**src/rtl/pwr_seq_pkg.sv**
```systemverilog
package pwr_seq_pkg;
  typedef enum logic [2:0] {
    ST_OFF,
    ST_DLY,
    ST_WAIT,
    ST_ON,
    ST_FLT
  } seq_st_e;

  localparam logic [1:0] MD_OFF = 2'b01;
  localparam logic [1:0] MD_ON  = 2'b10;
endpackage

```
**src/rtl/pseq_timer.sv**
```systemverilog
module pseq_timer #(
  parameter int unsigned CNT_W = 16
) (
  input  logic             clk_i,
  input  logic             rst_ni,
  input  logic             clr_i,
  input  logic             run_i,
  input  logic [CNT_W-1:0] lim_i,
  output logic             hit_o
);
  logic [CNT_W-1:0] cnt_q;

  always_ff @(posedge clk_i or negedge rst_ni) begin
    if (!rst_ni)                     cnt_q <= '0;
    else if (clr_i)                  cnt_q <= '0;
    else if (run_i && cnt_q != '1)   cnt_q <= cnt_q + 1'b1;
  end

  assign hit_o = (cnt_q == lim_i);
endmodule

```
**src/rtl/pseq_decode.sv**
```systemverilog
module pseq_decode
  import pwr_seq_pkg::*;
#(
  parameter int unsigned N_CH  = 4,
  parameter int unsigned POS_W = 3
) (
  input  logic [N_CH*POS_W-1:0] pos_i,
  input  logic [2*N_CH-1:0]     mode_i,
  input  logic [POS_W-1:0]      cur_i,
  input  logic [N_CH-1:0]       up_ok_i,
  input  logic [N_CH-1:0]       dn_ok_i,
  output logic [N_CH-1:0]       hit_o,
  output logic [N_CH-1:0]       frc_off_o,
  output logic [N_CH-1:0]       frc_on_o,
  output logic                  up_all_o,
  output logic                  dn_all_o
);
  for (genvar g = 0; g < N_CH; g++) begin : g_ch
    assign frc_off_o[g] = (mode_i[2*g +: 2] == MD_OFF);
    assign frc_on_o[g]  = (mode_i[2*g +: 2] == MD_ON);
    assign hit_o[g]     = !frc_off_o[g] && !frc_on_o[g] &&
                          (pos_i[g*POS_W +: POS_W] == cur_i);
  end

  assign up_all_o = &(~hit_o | up_ok_i);
  assign dn_all_o = &(~hit_o | dn_ok_i);
endmodule

```
**src/rtl/pwr_seq_ctrl.sv**
```systemverilog
module pwr_seq_ctrl
  import pwr_seq_pkg::*;
#(
  parameter int unsigned N_CH  = 4,
  parameter int unsigned POS_W = 3,
  parameter int unsigned CNT_W = 16
) (
  input  logic                  clk_i,
  input  logic                  rst_ni,
  input  logic                  on_i,
  input  logic [N_CH-1:0]       up_ok_i,
  input  logic [N_CH-1:0]       dn_ok_i,
  input  logic [N_CH*POS_W-1:0] pos_i,
  input  logic [2*N_CH-1:0]     mode_i,
  input  logic [CNT_W-1:0]      seq_dly_i,
  input  logic [CNT_W-1:0]      pg_lim_i,
  output logic [N_CH-1:0]       en_o,
  output logic                  cas_o,
  output logic                  flt_no
);
  localparam logic [POS_W-1:0] POS_LAST = '1;

  seq_st_e          st_q, st_d;
  logic             up_q, up_d;
  logic [POS_W-1:0] pos_q, pos_d;
  logic [N_CH-1:0]  sen_q, sen_d;
  logic             flt_q, flt_d;
  logic             pg_run_q, pg_run_d;
  logic [CNT_W-1:0] dly_q, lim_q;
  logic             dly_restart, pg_clr, fault_evt, adv;
  logic             dly_hit, pg_hit;
  logic [N_CH-1:0]  hit, frc_off, frc_on;
  logic             up_all, dn_all;

  pseq_decode #(.N_CH(N_CH), .POS_W(POS_W)) u_dec (
    .pos_i    (pos_i),
    .mode_i   (mode_i),
    .cur_i    (pos_q),
    .up_ok_i  (up_ok_i),
    .dn_ok_i  (dn_ok_i),
    .hit_o    (hit),
    .frc_off_o(frc_off),
    .frc_on_o (frc_on),
    .up_all_o (up_all),
    .dn_all_o (dn_all)
  );

  pseq_timer #(.CNT_W(CNT_W)) u_dly (
    .clk_i (clk_i),
    .rst_ni(rst_ni),
    .clr_i ((st_q != ST_DLY) || dly_restart),
    .run_i (1'b1),
    .lim_i (dly_q),
    .hit_o (dly_hit)
  );

  pseq_timer #(.CNT_W(CNT_W)) u_pg (
    .clk_i (clk_i),
    .rst_ni(rst_ni),
    .clr_i (pg_clr),
    .run_i (pg_run_q),
    .lim_i (lim_q),
    .hit_o (pg_hit)
  );

  always_comb begin
    st_d        = st_q;
    up_d        = up_q;
    pos_d       = pos_q;
    sen_d       = sen_q;
    flt_d       = flt_q;
    pg_run_d    = pg_run_q;
    dly_restart = 1'b0;
    pg_clr      = 1'b0;
    fault_evt   = 1'b0;
    adv         = 1'b0;
    case (st_q)
      ST_OFF: if (on_i) begin
        up_d = 1'b1; pos_d = '0; st_d = ST_DLY; flt_d = 1'b0;
        pg_clr = 1'b1; pg_run_d = 1'b0;
      end
      ST_ON: if (!on_i) begin
        up_d = 1'b0; pos_d = POS_LAST; st_d = ST_DLY;
        pg_clr = 1'b1; pg_run_d = 1'b0;
      end
      ST_FLT: if (!on_i) st_d = ST_OFF;
      ST_DLY, ST_WAIT: begin
        if (pg_run_q && lim_q != '0 && pg_hit) begin
          fault_evt = 1'b1; st_d = ST_FLT; flt_d = 1'b1; sen_d = '0;
          pg_run_d = 1'b0; pg_clr = 1'b1;
        end else if (on_i != up_q) begin
          // reverse from current slot
          up_d = on_i; pg_clr = 1'b1; pg_run_d = 1'b0; dly_restart = 1'b1;
          if (st_q == ST_WAIT) st_d = ST_DLY;
          else if (up_q) begin
            if (pos_q == '0) st_d = ST_OFF;
            else begin pos_d = pos_q - 1'b1; st_d = ST_DLY; end
          end else begin
            if (pos_q == POS_LAST) st_d = ST_ON;
            else begin pos_d = pos_q + 1'b1; st_d = ST_DLY; end
          end
        end else if (st_q == ST_DLY && dly_hit) begin
          sen_d = up_q ? (sen_q | hit) : (sen_q & ~hit);
          if (|hit) begin st_d = ST_WAIT; pg_run_d = 1'b1; end
          else adv = 1'b1;
        end else if (st_q == ST_WAIT && (up_q ? up_all : dn_all)) begin
          adv = 1'b1;
        end
      end
      default: st_d = ST_OFF;
    endcase
    if (adv) begin
      if (up_q ? (pos_q == POS_LAST) : (pos_q == '0)) begin
        st_d = up_q ? ST_ON : ST_OFF; pg_clr = 1'b1; pg_run_d = 1'b0;
      end else begin
        pos_d = up_q ? pos_q + 1'b1 : pos_q - 1'b1;
        st_d = ST_DLY; dly_restart = 1'b1;
      end
    end
  end

  always_ff @(posedge clk_i or negedge rst_ni) begin
    if (!rst_ni) begin
      st_q     <= ST_OFF;
      up_q     <= 1'b0;
      pos_q    <= '0;
      sen_q    <= '0;
      flt_q    <= 1'b0;
      pg_run_q <= 1'b0;
      dly_q    <= '0;
      lim_q    <= '0;
    end else begin
      st_q     <= st_d;
      up_q     <= up_d;
      pos_q    <= pos_d;
      sen_q    <= sen_d;
      flt_q    <= flt_d;
      pg_run_q <= pg_run_d;
      if (st_q == ST_OFF || st_q == ST_ON || st_q == ST_FLT) begin
        dly_q <= seq_dly_i;
        lim_q <= pg_lim_i;
      end
    end
  end

  for (genvar g = 0; g < N_CH; g++) begin : g_en
    assign en_o[g] = !flt_q && (frc_on[g] || (!frc_off[g] && sen_q[g]));


    frc_off_quiet_chk: assert property (@(posedge clk_i) disable iff (!rst_ni)
      frc_off[g] |-> !sen_q[g]);
  end

  assign cas_o  = (st_q == ST_DLY);
  assign flt_no = !flt_q;


  en_step_chk: assert property (@(posedge clk_i) disable iff (!rst_ni)
    (sen_q != $past(sen_q)) |-> (($past(st_q) == ST_DLY && $past(dly_hit)) || $past(fault_evt)));


  flt_src_chk: assert property (@(posedge clk_i) disable iff (!rst_ni)
    $rose(flt_q) |-> ($past(st_q) == ST_DLY || $past(st_q) == ST_WAIT));


  pg_off_chk: assert property (@(posedge clk_i) disable iff (!rst_ni)
    ((st_q == ST_DLY || st_q == ST_WAIT) && lim_q == '0 && !flt_q) |=> !flt_q);


  flt_clr_chk: assert property (@(posedge clk_i) disable iff (!rst_ni)
    $fell(flt_q) |-> ($past(st_q) == ST_OFF && $past(on_i)));


  wait_ok_chk: assert property (@(posedge clk_i) disable iff (!rst_ni)
    (st_q == ST_WAIT && st_d == ST_DLY && on_i == up_q) |-> (up_q ? up_all : dn_all));
endmodule

```
**config.mk**
```make
export PLATFORM = sky130hd
export DESIGN_NAME = pwr_seq_ctrl
export DESIGN_NICKNAME = d
export VERILOG_FILES = /design/src/rtl/pwr_seq_pkg.sv /design/src/rtl/pseq_timer.sv /design/src/rtl/pseq_decode.sv /design/src/rtl/pwr_seq_ctrl.sv
export SDC_FILE = /design/constraint.sdc
export NUM_CORES = 1
export LEC_CHECK = 0
export ABC_CLOCK_PERIOD_IN_PS = 6650
export BUFFER_PORTS_ARGS = -buffer_cell sky130_fd_sc_hd__buf_4
export CORE_MARGIN = 4
export CORE_UTILIZATION = 30
export DETAILED_ROUTE_END_ITERATION = 10
export GPL_ROUTABILITY_DRIVEN = 0
export GPL_TIMING_DRIVEN = 0
export HOLD_SLACK_MARGIN = 0.02
export SLEW_MARGIN = 20
export SYNTH_ARGS = -nofsm -noshare
export SYNTH_HDL_FRONTEND = slang
export SYNTH_HIERARCHICAL = 1
export SYNTH_SLANG_ARGS = --single-unit
```
**constraint.sdc**
```tcl
create_clock -name clk_i -period 6.65 [get_ports clk_i]
set_input_delay 0.665 -clock clk_i [delete_from_list [all_inputs] [get_ports clk_i]]
set_output_delay 0.665 -clock clk_i [all_outputs]
set_load 0.02 [all_outputs]
```
==> results.ini <==
[cells_and_area]
fin_nets = 676
layout_common_cells = dfrtp_1, buf_4, xnor2_1
finalNonFillerCells = 823
layout.cells.most_common = dfrtp_1
antenna-diode-count = 0
drive_above_1_share_pct = 25.7
area_growth_pct = 21.6

[worst_setup_path]
cp_num_buf_inv = 4
cp_max_fo = 10
max_stage_delay_ns = 0.53
startpoint_type = flop
crit_family = buffers and inverters
r2r_start = u_pg/cnt_q[8]$_DFFE_PN0P_
critPathKind = reg2reg
cpMaxStageDelayCell = a41oi_1
crit_path_start = u_pg/cnt_q[8]$_DFFE_PN0P_
cp.depth = 12
cp_common_cell = clkbuf_1
crit_chain = clkbuf_1 > xnor2_1 > nand4_1 > nor4_1 > nand2_1 > a41oi_1 > buf_2 > o221ai_1 > nand2_1 > clkbuf_1 > clkbuf_1 > nor2_1
crit_path_end_kind = flop
reg2reg_to = u_pg/cnt_q[8]$_DFFE_PN0P_
r2r_cells = 12
r2r_slack_ns = 3.35
arrival_ns = 3.50
crit_required_ns = 6.85
crit_path_end = u_pg/cnt_q[8]$_DFFE_PN0P_

[clocking]
cts_buffers = 9
ctsResizeCount = 0
hold_buffers = 0
cts_setup_buffers = 0
clkLatencyLatePin_ns = 0.34
clockRootBuffer = clkbuf_16
clk_path_buf_depth = 2
clkTransAtPathRegs_ns = 0.06
cts_max_level = 3
tritoncts = done
cts_num_sinks = 77

[place]
portBuffers = 67
placed_cells_incl_taps = 807
dpl.hpwl_um = 9390

[drt]
vias = 4223
antenna_left = 0
wl_um = 12300
drt-initial-drc-count = 373
drcViolationCount = 0
vias_per_cell = 5.13
first_pass_iters = 5
post_drt_wl_per_cell_um = 15.0

[logic_synthesis]
syn-cell-area_sq_um = 5020
ys_seq_area_share_pct = 38.4
synth_edf_count = 0
synthCells = 516
synth.distinct_cells = 65
synth_warnings = 6
synthArstFlopShare_pct = 100
ys_ff_latch = 77
syn-mean-instance-area_sq_um = 9.73
synth_ff_type = dfrtp_1

[floorplanning]
die_x_um = 137
start_util_pct = 30.5
die-area_sq_um = 18900
die_h_um = 137
core-area_sq_um = 16500
ioPinCount = 69
rows = 47

[pwr]
p_leak_uw = 0.00253
irDropWorstVdd_v = 0.000129
powerDensity_nw_per_um2 = 342

[global_route]
grt_pass1_wl_um = 20600
antenna_found_initial = 0
grt_max_degree = 78
grt_pass1_vias = 4209
track_usage_pct = 13.5
grt_overflow = 0

[run]
maxCapViolations = 0

[sta]
slew_headroom_pct = 46.8
timing.setup.tns_ns = 0
fmax_mhz = 303
hold_viol_final = 0
final-setup-viol-count = 0
finalCritPeriodShare_pct = 49.6
final_max_slew_viol_count = 0
rsz0062_at_grt = false
worst_slew_pin_slew_ns = 0.787
period_needed_ns = 3.30
fin_worst_skew_ns = 0.00682

[outcome]
status = finished, final reports clean

[hold_path]
hp-class = in2async

routing by layer:
layer,vias to the layer above,share of wire (%),wire length [um],track usage (%)
met5,-,0,0,0
met4,0,1.6,193,5.60
met3,15,4.3,529,2.05
met2,98,48,5900,22.1
met1,2045,46,5710,17.8
li1,2065,-,-,-
kinds of logic (layout without fill, tap and decap cells):
group	count (synthesis)	count (layout)	share of synthesized area (%)
simple gates	173	173	20.2
xor+xnor	50	50	8.72
buf+inv	51	134	4.68
compound gates	104	104	14.2
flops	77	77	38.4
mux	45	45	10.0
other cells	1	5	0.0747
fa+ha+maj	15	15	3.74
cell usage after synthesis, drive strengths merged (9+ instances only):
library cell  instances  area [sq um]
nand4                20           138
o21ai                21           105
or3                  12          75.1
inv                  25          93.8
mux2i                 9          90.1
xor2                 16           140
buf                  19           115
nand3                16          85.1
mux2                 36           413
nand2                26          97.6
nor2                 29           111
dfrtp                77          1930
a21oi                28           140
ha                   15           188
nand2b               11          68.8
xnor2                34           298
nor3                 10          60.1
nor4                 18           138
area by class of cell:
cell class,instances,area [sq um]
fill,1650,10400
multi-input combinational,392,2870
sequential,77,1930
timing repair buffer,67,507
tap,220,275
clock buffer,10,239
buffer,26,141
inverter,25,93.8
clock inverter,6,47.5
worst register-to-register path, delay by kind of cell, from the launching register on:
kind,cells,cell delay [ns]
and+or+nand+nor,5,0.60
AOI/OAI and AO/OA,2,0.71
buffers and inverters,4,1.37
DFF,1,0.32
xor gates and xnor gates,1,0.16
power breakdown:
part / total, uW / internal (uW) / switching [uW]
clock: 461 / 264 / 197
sequential: 738 / 594 / 144
combinational: 890 / 445 / 445
worst min-delay path by stage:
stage | start | to | slack (ns) | depth (start not counted)
floorplan | rst_ni | dly_q[0]$_DFFE_PN0P_ | 0.37 | 0
global placement | sen_q[1]$_DFFE_PN0P_ | sen_q[1]$_DFFE_PN0P_ | 0.50 | 1
detailed placement | sen_q[3]$_DFFE_PN0P_ | sen_q[3]$_DFFE_PN0P_ | 0.50 | 1
CTS | sen_q[1]$_DFFE_PN0P_ | sen_q[1]$_DFFE_PN0P_ | 0.51 | 1
global route | rst_ni | dly_q[2]$_DFFE_PN0P_ | 0.40 | 1
finish | rst_ni | dly_q[2]$_DFFE_PN0P_ | 0.35 | 1
sequential cells by signal (all words and copies together), names as in the netlist:
signal / cells
dly_q: 16
lim_q: 16
u_dly/cnt_q: 16
u_pg/cnt_q: 16
sen_q: 4
pos_q: 3
st_q: 3
flt_q: 1
pg_run_q: 1
up_q: 1
through the flow:
| step | instance area (sq um) | setup WS [ns] | hold WS, ns | util (%) | total power (uW) |
|---|---|---|---|---|---|
| 3_5_place_dp | 5810 | 3.19 | 0.496 | 35.3 | 1640 |
| 3_3_place_gp | 5810 | 3.21 | 0.504 | 35.3 | 1610 |
| 2_1_floorplan | 5040 | 3.76 | 0.369 | - | 1400 |
| 4_1_cts | 6100 | 3.33 | 0.509 | 37.1 | 2120 |
| 6_report | 6100 | 3.35 | 0.349 | 37.1 | 2090 |
| 5_1_grt | 6100 | 3.00 | 0.397 | 37.1 | 2240 |
Power figures use the tool's default switching activity.
